**src/rtl/octal_switch_pkg.sv**
```systemverilog
package octal_switch_pkg;
  localparam int unsigned DEF_N_CH       = 8;
  localparam int unsigned DEF_SYNC_DEPTH = 2;
  localparam int unsigned DEF_N_DIRECT   = 2;
  localparam int unsigned DEF_DIRECT_LO  = 4;

  typedef enum logic [1:0] {
    SEL_IDLE   = 2'b00,
    SEL_ENTER  = 2'b01,
    SEL_ACTIVE = 2'b10,
    SEL_LEAVE  = 2'b11
  } sel_phase_e;
endpackage

```
**src/rtl/sync_bank.sv**
```systemverilog
module sync_bank #(
  parameter int unsigned WIDTH   = 1,
  parameter int unsigned STAGES  = 2,
  parameter logic [WIDTH-1:0] RST_VAL = '0
) (
  input  logic             clk_i,
  input  logic             rst_ni,
  input  logic [WIDTH-1:0] d_i,
  output logic [WIDTH-1:0] q_o
);
  logic [WIDTH-1:0] stage_q [STAGES];

  for (genvar s = 0; s < STAGES; s++) begin : g_stage
    always_ff @(posedge clk_i or negedge rst_ni) begin
      if (!rst_ni) stage_q[s] <= RST_VAL;
      else if (s == 0) stage_q[s] <= d_i;
      else stage_q[s] <= stage_q[(s == 0) ? 0 : s-1];
    end
  end

  assign q_o = stage_q[STAGES-1];
endmodule

```
**src/rtl/serial_shifter.sv**
```systemverilog
module serial_shifter
  import octal_switch_pkg::*;
#(
  parameter int unsigned N_CH = DEF_N_CH
) (
  input  logic            clk_i,
  input  logic            rst_ni,
  input  logic            sclk_s_i,
  input  logic            cs_s_i,
  input  logic            sdi_s_i,
  input  logic [N_CH-1:0] status_i,
  output logic [N_CH-1:0] shreg_o,
  output logic            sdo_o,
  output logic            sdo_oe_o,
  output logic            commit_o
);
  logic       sclk_q, cs_q, sdo_q;
  logic [N_CH-1:0] shreg_q;
  sel_phase_e phase;
  logic       sclk_fall, sclk_rise;

  always_ff @(posedge clk_i or negedge rst_ni) begin
    if (!rst_ni) begin
      sclk_q <= 1'b0;
      cs_q   <= 1'b1;
    end else begin
      sclk_q <= sclk_s_i;
      cs_q   <= cs_s_i;
    end
  end

  always_comb begin
    unique case ({cs_q, cs_s_i})
      2'b11:   phase = SEL_IDLE;
      2'b10:   phase = SEL_ENTER;
      2'b00:   phase = SEL_ACTIVE;
      default: phase = SEL_LEAVE;
    endcase
  end

  // serial clock edges count only once fully selected
  assign sclk_fall = (phase == SEL_ACTIVE) &  sclk_q & ~sclk_s_i;
  assign sclk_rise = (phase == SEL_ACTIVE) & ~sclk_q &  sclk_s_i;

  always_ff @(posedge clk_i or negedge rst_ni) begin
    if (!rst_ni) begin
      shreg_q <= '0;
      sdo_q   <= 1'b0;
    end else if (phase == SEL_ENTER) begin
      shreg_q <= status_i;
      sdo_q   <= 1'b0;
    end else if (sclk_fall) begin
      shreg_q <= {shreg_q[N_CH-2:0], sdi_s_i};
    end else if (sclk_rise) begin
      sdo_q   <= shreg_q[N_CH-1];
    end
  end

  assign shreg_o  = shreg_q;
  assign sdo_oe_o = ~cs_s_i;
  assign sdo_o    = sdo_oe_o & sdo_q;
  assign commit_o = (phase == SEL_LEAVE);
endmodule

```
**src/rtl/output_stage.sv**
```systemverilog
module output_stage
  import octal_switch_pkg::*;
#(
  parameter int unsigned N_CH      = DEF_N_CH,
  parameter int unsigned N_DIRECT  = DEF_N_DIRECT,
  parameter int unsigned DIRECT_LO = DEF_DIRECT_LO
) (
  input  logic                clk_i,
  input  logic                rst_ni,
  input  logic                commit_i,
  input  logic [N_CH-1:0]     shreg_i,
  input  logic                en_s_i,
  input  logic [N_DIRECT-1:0] direct_s_i,
  output logic [N_CH-1:0]     cmd_o,
  output logic [N_CH-1:0]     chan_on_o
);
  localparam int unsigned DIRECT_HI = DIRECT_LO + N_DIRECT - 1;

  logic [N_CH-1:0] cmd_q, req;

  always_ff @(posedge clk_i or negedge rst_ni) begin
    if (!rst_ni)       cmd_q <= '0;
    else if (commit_i) cmd_q <= shreg_i;
  end

  for (genvar c = 0; c < N_CH; c++) begin : g_ch
    if (c >= DIRECT_LO && c <= DIRECT_HI) begin : g_direct
      assign req[c] = cmd_q[c] | direct_s_i[c - DIRECT_LO];
    end else begin : g_serial
      assign req[c] = cmd_q[c];
    end
    assign chan_on_o[c] = en_s_i & req[c];
  end

  assign cmd_o = cmd_q;
endmodule

```
**src/rtl/octal_switch_ctrl.sv**
```systemverilog
module octal_switch_ctrl
  import octal_switch_pkg::*;
#(
  parameter int unsigned N_CH       = DEF_N_CH,
  parameter int unsigned SYNC_DEPTH = DEF_SYNC_DEPTH,
  parameter int unsigned N_DIRECT   = DEF_N_DIRECT,
  parameter int unsigned DIRECT_LO  = DEF_DIRECT_LO
) (
  input  logic                clk_i,
  input  logic                rst_ni,
  input  logic                sclk_i,
  input  logic                cs_ni,
  input  logic                sdi_i,
  output logic                sdo_o,
  output logic                sdo_oe_o,
  input  logic                en_i,
  input  logic [N_DIRECT-1:0] direct_i,
  input  logic [N_CH-1:0]     fault_i,
  output logic [N_CH-1:0]     chan_on_o
);
  localparam int unsigned BUS_W = 3 + N_DIRECT + N_CH;

  logic [BUS_W-1:0]    raw_bus, sync_bus;
  logic                cs_s, sclk_s, sdi_s, en_s;
  logic [N_DIRECT-1:0] direct_s;
  logic [N_CH-1:0]     fault_s, status, shreg, cmd_q;
  logic                commit;

  assign raw_bus = {fault_i, direct_i, en_i, sdi_i, sclk_i};

  sync_bank #(.WIDTH(BUS_W), .STAGES(SYNC_DEPTH), .RST_VAL('0)) u_sync_data (
    .clk_i, .rst_ni, .d_i(raw_bus), .q_o(sync_bus)
  );

  sync_bank #(.WIDTH(1), .STAGES(SYNC_DEPTH), .RST_VAL(1'b1)) u_sync_cs (
    .clk_i, .rst_ni, .d_i(cs_ni), .q_o(cs_s)
  );

  assign sclk_s   = sync_bus[0];
  assign sdi_s    = sync_bus[1];
  assign en_s     = sync_bus[2];
  assign direct_s = sync_bus[3 +: N_DIRECT];
  assign fault_s  = sync_bus[3 + N_DIRECT +: N_CH];

  // fault reporting masked while disabled
  assign status = fault_s & {N_CH{en_s}};

  serial_shifter #(.N_CH(N_CH)) u_shifter (
    .clk_i, .rst_ni,
    .sclk_s_i(sclk_s), .cs_s_i(cs_s), .sdi_s_i(sdi_s),
    .status_i(status), .shreg_o(shreg),
    .sdo_o, .sdo_oe_o, .commit_o(commit)
  );

  output_stage #(.N_CH(N_CH), .N_DIRECT(N_DIRECT), .DIRECT_LO(DIRECT_LO)) u_out (
    .clk_i, .rst_ni, .commit_i(commit), .shreg_i(shreg),
    .en_s_i(en_s), .direct_s_i(direct_s),
    .cmd_o(cmd_q), .chan_on_o
  );
endmodule

```
**config.mk**
```make
export PLATFORM = sky130hd
export DESIGN_NAME = octal_switch_ctrl
export DESIGN_NICKNAME = d
export VERILOG_FILES = /design/src/rtl/octal_switch_pkg.sv /design/src/rtl/sync_bank.sv /design/src/rtl/serial_shifter.sv /design/src/rtl/output_stage.sv /design/src/rtl/octal_switch_ctrl.sv
export SDC_FILE = /design/constraint.sdc
export NUM_CORES = 1
export LEC_CHECK = 0
export BUFFER_PORTS_ARGS = -buffer_cell sky130_fd_sc_hd__buf_2
export CAP_MARGIN = 30
export CORE_ASPECT_RATIO = 0.6
export CORE_MARGIN = 10
export CORE_UTILIZATION = 51
export CTS_CLUSTER_SIZE = 14
export DETAILED_ROUTE_END_ITERATION = 10
export GPL_TIMING_DRIVEN = 0
export PLACE_DENSITY_LB_ADDON = 0.08
export SYNTH_ARGS = -nofsm -noshare
export SYNTH_HDL_FRONTEND = slang
export SYNTH_HIERARCHICAL = 1
export SYNTH_SLANG_ARGS = --single-unit
```
**constraint.sdc**
```tcl
create_clock -name clk_i -period 3.5 [get_ports clk_i]
set_clock_uncertainty 0.1 [all_clocks]
set_input_delay 0.525 -clock clk_i [delete_from_list [all_inputs] [get_ports clk_i]]
set_output_delay 0.525 -clock clk_i [all_outputs]
set_load 0.05 [all_outputs]
```
=== Word level (Yosys, flattened, before mapping) ===
Index checks and enable logic that the tools add are counted.

* Bits in registers: 47
* Bits of input ports: 16

* Mux-type cells: 6
* Reduce and logical (&&, ||, !) cells: 4
* Bitwise operators: 19
* Equality and inequality tests: 6

{| class="wikitable"
|+ Operator list
! operator !! number
|-
| $mux W8 || 2
|-
| $and A1 B1 Y1 || 13
|-
| $and A8 B8 Y8 || 1
|-
| $eq A2 B2 Y1 const B || 4
|-
| $pmux W2 S3 || 1
|-
| $reduce_bool A2 Y1 || 2
|-
| $mux W1 || 3
|-
| $not A1 Y1 || 3
|-
| $eq A2 B1 Y1 const B || 1
|-
| $logic_not A2 Y1 || 1
|-
| $ne A2 B2 Y1 const B || 1
|-
| $or A1 B1 Y1 || 2
|-
| $reduce_and A2 Y1 || 1
|}

=== Depth between registers and ports, before layout ===
Gate-level depths: netlist of run 1.

* Depth in word-level cells: 8
* Gate-level depth with buffers: 5
* Gate-level depth less buffers: 3

=== Modules after synthesis ===
The synthesis of run 1 kept the hierarchy.

{| class="wikitable"
|+ By module, submodules not included
! module !! cells each !! times used !! area an instance (um^2)
|-
| sync_bank at u_sync_data || 39 || 1 || 748.2
|-
| serial_shifter || 45 || 1 || 526.8
|-
| output_stage || 25 || 1 || 384.1
|-
| sync_bank at u_sync_cs || 2 || 1 || 52.6
|-
| octal_switch_ctrl || 8 || 1 || 50.0
|}

=== Worst setup path before layout of run 1 ===
OpenSTA, ideal clock, no wires.

* Kind: register to register
* From: register u_sync_cs.stage_q, in the netlist u_sync_cs/q_o
* To: register u_out.cmd_q[0], in the netlist u_out/cmd_o[0]
* Setup time: 0.125 ns
* Arrival time: 1.435 ns
* Stages on the path, launching flop included: 5
* Path buffers: 1
* Setup slack: 1.839 ns
* Cells stage by stage: dfstp_2 inv_1 nor2_1 buf_6 mux2_4

* Word-level cells in the longest chain between the ends: 3
* Elaborated cells between the ends (all ways): 5
* Those cells by class: 3 x eq/ne; 1 x mux; 1 x reduce/logical

{| class="wikitable"
|+ Ends and longest elaborated chain
! item !! RTL line !! source
|-
| from (decl) || sync_bank.sv:11 || <nowiki>logic [WIDTH-1:0] stage_q [STAGES];</nowiki>
|-
| from (signal, indexed assignment) || sync_bank.sv:16 || <nowiki>else if (s == 0) stage_q[s] <= d_i;</nowiki>
|-
| from (signal, indexed assignment) || sync_bank.sv:17 || <nowiki>else stage_q[s] <= stage_q[(s == 0) ? 0 : s-1];</nowiki>
|-
| $eq A2 B2 Y1 or $logic_not A2 Y1 (tied branches) || serial_shifter.sv:33 || <nowiki>unique case ({cs_q, cs_s_i})</nowiki>
|-
| $pmux W2 S3 (*) || serial_shifter.sv:33 ||
|-
| $eq A2 B2 Y1 (*) || serial_shifter.sv:62 || <nowiki>assign commit_o = (phase == SEL_LEAVE);</nowiki>
|-
| net commit || octal_switch_ctrl.sv:27 || <nowiki>logic commit;</nowiki>
|-
| to (signal assigned) || output_stage.sv:23 || <nowiki>else if (commit_i) cmd_q <= shreg_i;</nowiki>
|-
| to (decl) || output_stage.sv:19 || <nowiki>logic [N_CH-1:0] cmd_q, req;</nowiki>
|}

The timed path passes the listed nets; every way through them passes the cells marked *.
A chain may end at the register's enable or synchronous reset.

=== Final worst setup path of run 1 ===
* From: register u_sync_cs.stage_q, in the netlist u_sync_cs/q_o
* To: output sdo_o

* Word-level cells in the longest chain between the ends: 2

{| class="wikitable"
|+ Ends and longest elaborated chain
! item !! RTL line !! source
|-
| $not A1 Y1 || serial_shifter.sv:60 || <nowiki>assign sdo_oe_o = ~cs_s_i;</nowiki>
|-
| $and A1 B1 Y1 || serial_shifter.sv:61 || <nowiki>assign sdo_o = sdo_oe_o & sdo_q;</nowiki>
|-
| to (decl) || octal_switch_ctrl.sv:14 || <nowiki>output logic sdo_o,</nowiki>
|}

No other way between the ends.

==> results of run 1 <==
worst max-delay path by stage:
| stage | endpoint |
|---|---|
| after floorplan | u_out/cmd_o[0] |
| after CTS | sdo_o |
| after global placement | sdo_o |
| final | sdo_o |
| after detailed placement | sdo_o |
| after global routing | sdo_o |
worst max-delay path, cell delays in order, from the launching register on:
cell,delay [ns]
dfstp_2,0.60
and2b_1,0.19
buf_2,0.20
cell families after synthesis:
family / count (synthesis) / synth area share [%]
and+or+nand+nor: 28 / 10.7
AOI/OAI and AO/OA: 12 / 4.55
DFF: 47 / 67.0
muxes: 14 / 10.2
buffers and inverters: 18 / 7.60
report_power, final:
part	internal (mW)	total (mW)	switching (mW)
registers	0.591	0.615	0.0244
logic	0.0712	0.151	0.0796
clock network	0.179	0.350	0.171
total	0.841	1.12	0.275
cell usage after synthesis, types with 3 or more instances:
master    n
and2_1   14
dfrtp_1  44
nand2_1   6
mux2_4    8
buf_4    13
dfstp_2   3
mux2i_1   6
o21ai_1   6
sequential cells by signal (all words and copies together), names as in the netlist:
name and cells:
u_shifter/sdo_q 1, u_shifter/shreg_o 8, u_sync_cs/q_o 1, u_out/cmd_o 8, u_sync_cs/stage_q 1, u_sync_data/stage_q 13, u_shifter/sclk_q 1, u_sync_data/q_o 13
u_shifter/cs_q 1
area by class of cell:
cell class / instances / area (µm²)
fillers: 278 / 1210
flip-flops and latches: 47 / 1180
multi-input cells: 54 / 448
repair buffers: 27 / 155
plain buffers: 17 / 130
clock buffers: 7 / 96.3
well taps: 45 / 56.3
clock inverters: 1 / 7.51
inverters: 1 / 3.75
cell usage in the layout, fill, tap and decap left out, types with 2 or more instances in the layout:
| master | count |
|---|---|
| a221o_1 | 2 |
| and2_1 | 14 |
| and2b_1 | 2 |
| buf_2 | 26 |
| buf_4 | 13 |
| buf_6 | 2 |
| clkbuf_8 | 7 |
| dfrtp_1 | 44 |
| dfstp_2 | 3 |
| mux2_4 | 8 |
| mux2i_1 | 6 |
| nand2_1 | 6 |
| nor2_1 | 2 |
| nor3b_2 | 2 |
| o21a_1 | 2 |
| o21ai_1 | 6 |
stage by stage:
step / hold slack, ns / total power [mW] / setup slack [ns] / cell area (µm²) / utilization, %
finish: 0.218 / 1.12 / 1.59 / 2080 / 63.3
CTS: 0.206 / 1.13 / 1.57 / 2050 / 62.3
floorplan: 0.129 / 0.731 / 1.84 / 1760 / -
global placement: 0.231 / 0.771 / 1.92 / 1940 / 59.2
global route: 0.210 / 1.17 / 1.55 / 2080 / 63.3
detailed placement: 0.235 / 0.776 / 1.90 / 1940 / 59.2
layer usage:
metal	routed length, µm	up-vias	share of wire [%]
li1	-	447	-
met1	1190	423	47
met2	1080	22	43
met3	178	5	7.1
met4	55	0	2.2
met5	0	-	0
==> flow_summary.ini, run 1 <==
[outcome]
run_status = completed

[layout]
fin_cells = 199
areaGrowthSynthToFinish_pct = 17.9
finalNetCount = 169
antennaDiodeCount = 0
drive_above_1_share_pct = 42.2

[floorplanning]
start_util_pct = 53.7
core_area_mm2 = 0.00328
ios = 26
row_count = 16
die_h_um = 65.5
fp.dieW_um = 95.9
dieArea_mm2 = 0.00628

[global_routing]
use_met2_pct = 13.5
use_met3_pct = 4.42
antenna_found_initial = 0
grt_pass1_wl_um = 4370
grt_util_all_layers_pct = 9.19
grt_pass1_vias = 977
overflow = 0
use_met1_pct = 11.0
grt_max_degree = 48
top_usage_layer = met2

[power_and_ir_drop]
total_leakage_power_nw = 1.00
vdd_ir_drop_max_v = 0.000300
p_per_area_mw_per_mm2 = 537

[timing]
setup_viol = 0
rsz0062_at_grt = no
fin_crit_ns = 1.91
final_hold_viol_count = 0
tightest_slew_ns = 0.255
drv_slew = 0
max_freq_mhz = 523
post-route-period-util_pct = 54.6
finalSetupTns_ns = 0
slew_headroom_pct = 83.1

[critical_path]
ff2ff_setup_slack_ns = 1.97
critPathLaunchType = register
required_ns = 2.87
crit_fanout = 6
r2r_end = u_shifter/shreg_o[6]
rr_worst_depth = 3
critPathCaptureType = primary output
crit_arrival_ns = 1.29
critPathLaunch = u_sync_cs/q_o
r2r-start = u_sync_cs/q_o
crit_type = reg2out

[synth]
synth_area_mm2 = 0.00176
synth_top_area_share_pct = 62.5
syn_inst = 119
synth.largest_area_cell = dfrtp_1
synthArstFlopShare_pct = 100
synth.avg_cell_area_um2 = 14.8
synth_warnings = 6
synth-edff-count = 0
synth_cell_types = 21
ys_ff_latch = 47
synthTopCellsByArea = dfrtp_1 (63%), mux2_4 (6.8%), buf_4 (5.5%)
synth-main-ff-cell = dfrtp_1
ys_seq_area_share_pct = 67.0
syn-num-nets = 135

[clock_tree]
h-tree-depth = 2
holdBufCountCts = 0
cts_buffers = 5
cts_sinks = 47
ctsResizeCount = 0
postCtsSetupRepairBufs = 0
clockBufferDepth = 2
clk_transition_reported_paths_ns = 0.08
clk_latency_ns = 0.30
cts-root-buf = clkbuf_8
cts_tree = yes

[route]
routedWlPerCell_um = 12.6
wirelength_um = 2500
initialDrtViolationCount = 47
drc = 0
final_antenna_net_count = 0
drt-vias-per-instance = 4.51
via_count = 897
dr.pass1.iters = 4

[place]
port_buffers = 25
dpl.cell_count = 189
dpl.hpwl_um = 1710
gp_congestion = 0.779

[min_path]
min_to = u_sync_cs/stage_q[1]
worstHoldPathCells = 1
min_from = cs_ni
hp-class = in2reg

[job]
drv_cap = 0
(Power assumes the default switching activity.)
==> run 2: changes to the inputs <==
--- a/config.mk
+++ b/config.mk
@@ -5,11 +5,12 @@
 export SDC_FILE = /design/constraint.sdc
 export NUM_CORES = 1
 export LEC_CHECK = 0
+export ABC_AREA = 1
 export BUFFER_PORTS_ARGS = -buffer_cell sky130_fd_sc_hd__buf_2
 export CAP_MARGIN = 30
 export CORE_ASPECT_RATIO = 0.6
 export CORE_MARGIN = 10
-export CORE_UTILIZATION = 51
+export CORE_UTILIZATION = 50
 export CTS_CLUSTER_SIZE = 14
 export DETAILED_ROUTE_END_ITERATION = 10
 export GPL_TIMING_DRIVEN = 0
==> constraint.sdc (replaced) <==
create_clock -name clk_i -period 1.68 [get_ports clk_i]
set_clock_uncertainty 0.1 [all_clocks]
set_input_delay 0.252 -clock clk_i [delete_from_list [all_inputs] [get_ports clk_i]]
set_output_delay 0.252 -clock clk_i [all_outputs]
set_load 0.05 [all_outputs]
==> flow_summary.ini, run 2 <==
[layout]
fillCellCount = 281
multiInputGateArea_um2 = 433
seq_area_mm2 = 0.00118
layout_commonest_cell = nand2_1
finalNetCount = 254
antennaDiodeCount = 0
final_cell_mix = nand2_1 (75), dfrtp_1 (44), buf_2 (26)
areaGrowthSynthToFinish_pct = 25.4
fin_util_pct = 67.9
drive_above_1_share_pct = 25.5

[timing]
fin_crit_ns = 1.59
slew_headroom_pct = 75.4
post-route-period-util_pct = 94.8
max_freq_mhz = 628
setup_viol = 0
finalSetupTns_ns = 0
final_hold_viol_count = 0
tightest_slew_ns = 0.370
rsz0062_at_grt = no
fin_hold_ws_ns = 0.249
drv_slew = 0

[synth]
synth.largest_area_cell = dfrtp_1
synth.avg_cell_area_um2 = 9.70
yosys-top-cells-count = nand2_1 (75), dfrtp_1 (44), inv_1 (19), nand3_1 (17), buf_4 (13)
synthArstFlopShare_pct = 100
synth_top_area_share_pct = 60.1
synth-edff-count = 0
syn_inst = 189
syn-num-nets = 205
ys_ff_latch = 47
synth_warnings = 6
synth_cell_types = 13
synthTopCellsByArea = dfrtp_1 (60%), nand2_1 (15%), buf_4 (5.3%)
ys_seq_area_share_pct = 64.4
synth_area_mm2 = 0.00183
synth-main-ff-cell = dfrtp_1
synth_most_common_cell = nand2_1

[route]
dr.pass1.iters = 4
via_count = 1248
top_layer = met4
final_antenna_net_count = 0
initialDrtViolationCount = 53
routedWlPerCell_um = 11.1
route.met3.wl_um = 154
drt-vias-per-instance = 4.39
routed-wl-met2_um = 1390
drc = 0
drt-met1-wl_um = 1570
wirelength_um = 3160

[critical_path]
cp_cell_sequence = inv_2 -> buf_2 -> buf_6
rr_worst_depth = 7
required_ns = 1.33
critPathLaunch = u_sync_cs/q_o
critPathCaptureType = primary output
r2r_end = u_out/cmd_o[7]
critPathLaunchType = register
crit_path_top_delay_cell = dfstp_2
crit_type = reg2out
max_stage_delay_ns = 0.54
crit_arrival_ns = 1.24
crit_fanout = 10
r2r-start = u_sync_cs/q_o
ff2ff_setup_slack_ns = 0.21

[floorplanning]
core_area_mm2 = 0.00338
dieArea_mm2 = 0.00657
fp.dieW_um = 98.2
ios = 26
die_h_um = 66.9
row_count = 16
start_util_pct = 54.2

[clock_tree]
clk_transition_reported_paths_ns = 0.08
cts-root-buf = clkbuf_8
cts_sinks = 47
clk_latency_ns = 0.29
h-tree-depth = 2
cts_tree = yes
cts_buffers = 5
clockBufferDepth = 2

[power_and_ir_drop]
total_leakage_power_nw = 1.33
vdd_ir_drop_max_v = 0.000694
p_per_area_mw_per_mm2 = 1040

[min_path]
min_from = u_sync_data/stage_q[18]
min_to = u_sync_data/q_o[5]
hp-class = reg2reg
worstHoldPathCells = 0

[job]
drv_cap = 0

[global_routing]
antenna_found_initial = 0
grt_pass1_wl_um = 5800
grt_util_all_layers_pct = 10.8
grt_pass1_vias = 1297
overflow = 0
grt_max_degree = 48

[outcome]
run_status = completed

[place]
dpl.hpwl_um = 2210
gp_congestion = 0.793
port_buffers = 25
## run 2: worst max-delay path by stage
stage | to | cells after the start | slack, ns
finish | sdo_oe_o | 3 | 0.09
global route | sdo_oe_o | 3 | 0.02
global placement | u_out/cmd_o[5] | 7 | 0.19
CTS | sdo_oe_o | 3 | 0.04
floorplan | u_out/cmd_o[6] | 7 | 0.17
detailed placement | u_out/cmd_o[7] | 7 | 0.15
## run 2: area by class of cell
| type | instances | area share (%) |
|---|---|---|
| inverter | 21 | 3.43 |
| buffer | 18 | 6.15 |
| tap | 45 | 2.45 |
| timing repair buffer | 42 | 13.4 |
| clock buffer | 8 | 4.35 |
| multi-input combinational | 103 | 18.8 |
| sequential | 47 | 51.3 |
## run 2: metrics by stage
stage	cell area, µm²	worst slack (ns)	power, mW	cells
3_3_place_gp	2010	0.194	1.66	259
5_1_grt	2300	0.0224	2.54	284
3_5_place_dp	2010	0.147	1.67	259
6_report	2300	0.0869	2.40	284
2_1_floorplan	1830	0.174	1.56	189
4_1_cts	2260	0.0449	2.42	282
## run 2: logic make-up after synthesis
| kind of cell | count (synthesis) | share of synthesized area, % |
|---|---|---|
| buffers and inverters | 39 | 12.0 |
| AND/OR/NAND/NOR | 103 | 23.6 |
| flip-flops | 47 | 64.4 |
## run 2: critical path: cells and delay by family, from the launching register on
kind	cells	cell delay, ns
flip-flops	1	0.54
buffers and inverters	3	0.41
## run 2: routing by layer
layer / global-route usage (%) / up-vias
met1: 13.5 / 575
met2: 16.6 / 19
met3: 4.02 / 5
li1: - / 649
met4: 4.27 / 0
met5: 0 / -
## run 2: what timing repair did
action,CTS,global route
setup endpoints to repair,1,1
hold endpoints to repair,14,13
buffers inserted,1,0
hold buffers,14,1
resized for setup,1,1
## run 2: where the power goes
part | switching, mW | internal [mW] | leakage (nW) | total, mW
Combinational | 0.233 | 0.148 | 0.707 | 0.381
Sequential | 0.0594 | 1.24 | 0.571 | 1.30
Clock | 0.337 | 0.375 | 0.0515 | 0.712
==> run 3: changes to the inputs <==
--- a/config.mk
+++ b/config.mk
@@ -10,12 +10,11 @@
 export CAP_MARGIN = 30
 export CORE_ASPECT_RATIO = 0.6
 export CORE_MARGIN = 10
-export CORE_UTILIZATION = 50
+export CORE_UTILIZATION = 49
 export CTS_CLUSTER_SIZE = 14
 export DETAILED_ROUTE_END_ITERATION = 10
 export GPL_TIMING_DRIVEN = 0
 export PLACE_DENSITY_LB_ADDON = 0.08
 export SYNTH_ARGS = -nofsm -noshare
 export SYNTH_HDL_FRONTEND = slang
-export SYNTH_HIERARCHICAL = 1
 export SYNTH_SLANG_ARGS = --single-unit
==> flow_summary.ini, run 3 <==
[outcome]
run_status = completed

[synth]
synthArstFlopShare_pct = 100
synth_area_mm2 = 0.00171
ys_seq_area_share_pct = 68.9
yosys-top-cells-count = nand2_1 (73), dfrtp_1 (44), inv_1 (20), nand3_1 (17), nor2_1 (8)
synth-main-ff-cell = dfrtp_1
synth_top_area_share_pct = 64.3
synth-edff-count = 0
synth_cell_types = 14
syn_inst = 176
syn-num-nets = 192
synth_most_common_cell = nand2_1
synth_warnings = 0
ys_ff_latch = 47
synth.largest_area_cell = dfrtp_1
synthTopCellsByArea = dfrtp_1 (64%), nand2_1 (16%), nand3_1 (5.0%)
synth.avg_cell_area_um2 = 9.73

[global_routing]
antenna_found_initial = 0
grt_pass1_vias = 1311
grt_pass1_wl_um = 5820
grt_util_all_layers_pct = 11.9
overflow = 0
grt_max_degree = 48

[route]
via_count = 1252
wirelength_um = 3370
drt-vias-per-instance = 4.60
initialDrtViolationCount = 95
dr.pass1.iters = 4
drc = 0
final_antenna_net_count = 0
routedWlPerCell_um = 12.4

[timing]
drv_slew = 0
rsz0062_at_grt = no
max_freq_mhz = 618
slew_headroom_pct = 73.7
finalSetupTns_ns = 0
tightest_slew_ns = 0.393
setup_viol = 0
final_hold_viol_count = 0
fin_crit_ns = 1.62
post-route-period-util_pct = 96.3
layout_setup_ws_ns = 0.0620

[floorplanning]
ios = 26
core_area_mm2 = 0.00330
fp.dieW_um = 96.3
row_count = 16
start_util_pct = 51.9
die_h_um = 65.8
dieArea_mm2 = 0.00634

[clock_tree]
cts_buffers = 5
cts_tree = yes
h-tree-depth = 2
clk_transition_reported_paths_ns = 0.10
clk_latency_ns = 0.31
cts_sinks = 47
cts-root-buf = clkbuf_8
clockBufferDepth = 2

[layout]
antennaDiodeCount = 0
fin_area_mm2 = 0.00219
final_cell_mix = nand2_1 (73), dfrtp_1 (43), buf_2 (23)
fillCellCount = 274
seq_area_mm2 = 0.00118
layout_commonest_cell = nand2_1
multiInputGateArea_um2 = 429
drive_above_1_share_pct = 21.6
areaGrowthSynthToFinish_pct = 28.1
finalNetCount = 242

[power_and_ir_drop]
vdd_ir_drop_max_v = 0.000656
netSwitchingFraction_pct = 29.4
internal_power_mw = 1.68
p_per_area_mw_per_mm2 = 1080
share_comb_of_total_power_pct = 15.4
total_leakage_power_nw = 1.23
p_seq_share_pct = 55.1
p_clk_share_pct = 29.5
p_sw_uw = 700

[critical_path]
crit_type = reg2out
critPathLaunchType = register
rr_worst_depth = 6
ff2ff_setup_slack_ns = 0.18
critPathLaunch = u_sync_cs.q_o
r2r-start = u_sync_cs.q_o
crit_arrival_ns = 1.27
r2r_end = u_shifter.shreg_o[4]
required_ns = 1.33
crit_fanout = 10
critPathCaptureType = primary output

[job]
drv_cap = 0

[place]
gp_congestion = 0.832
pre_cts_ws_ns = 0.240
placed_area_mm2 = 0.00189
port_buffers = 25
dpl.hpwl_um = 2280

[min_path]
hp-class = in2async
-- run 3: area by class of cell --
type / count / share of cell area, %
clock inverter: 3 / 1.08
multi-input combinational: 104 / 19.6
buffer: 4 / 1.60
sequential: 47 / 53.8
clock buffer: 5 / 3.14
tap: 45 / 2.57
timing repair buffer: 43 / 14.7
inverter: 21 / 3.59
-- run 3: worst max-delay path by stage --
stage	end	slack [ns]	cells after the start
2_1_floorplan	chan_on_o[4]	0.07	3
3_3_place_gp	sdo_o	0.27	3
3_5_place_dp	chan_on_o[4]	0.24	4
4_1_cts	sdo_o	0.02	3
5_1_grt	sdo_o	0.01	3
6_report	sdo_o	0.06	3
-- run 3: worst max-delay path: stages (launching register included) --
cell	delay, ns
dfstp_2	0.58
buf_6	0.14
nor2_1	0.05
buf_4	0.18
-- run 3: cell families after synthesis --
family                 synth area share, %
AO/OA/AOI/OAI                        0.584
flip-flops                            68.9
AND/OR/NAND/NOR                       24.5
buffers and inverters                 6.06
-- run 3: stage by stage --
| step | hold WS (ns) | total power [mW] | utilization, % | instances |
|---|---|---|---|---|
| after floorplan | -0.144 | 1.54 | - | 176 |
| after global placement | 0.234 | 1.64 | 57.3 | 246 |
| after detailed placement | 0.236 | 1.66 | 57.3 | 246 |
| after CTS | 0.0228 | 2.40 | 65.2 | 269 |
| after global routing | 0.190 | 2.50 | 66.4 | 272 |
| final | 0.178 | 2.38 | 66.4 | 272 |
-- run 3: power groups by stage --
stage	clock network, mW	registers, mW	logic, mW
2_1_floorplan	0	1.31	0.231
3_3_place_gp	0	1.33	0.315
3_5_place_dp	0	1.33	0.325
4_1_cts	0.725	1.31	0.360
5_1_grt	0.762	1.32	0.413
6_report	0.702	1.31	0.366
-- run 3: per-layer routing --
metal | track usage [%] | vias to the layer above | wire [µm]
li1 | - | 624 | -
met1 | 14.1 | 587 | 1560
met2 | 18.6 | 35 | 1520
met3 | 5.67 | 6 | 247
met4 | 3.79 | 0 | 40
met5 | 0 | - | 0
-- run 3: what timing repair did --
item,in CTS,in global routing
hold buffers,14,1
resized for setup,7,1
setup buffers,1,1
endpoints found under the setup margin,9,6
endpoints found under the hold margin,14,44
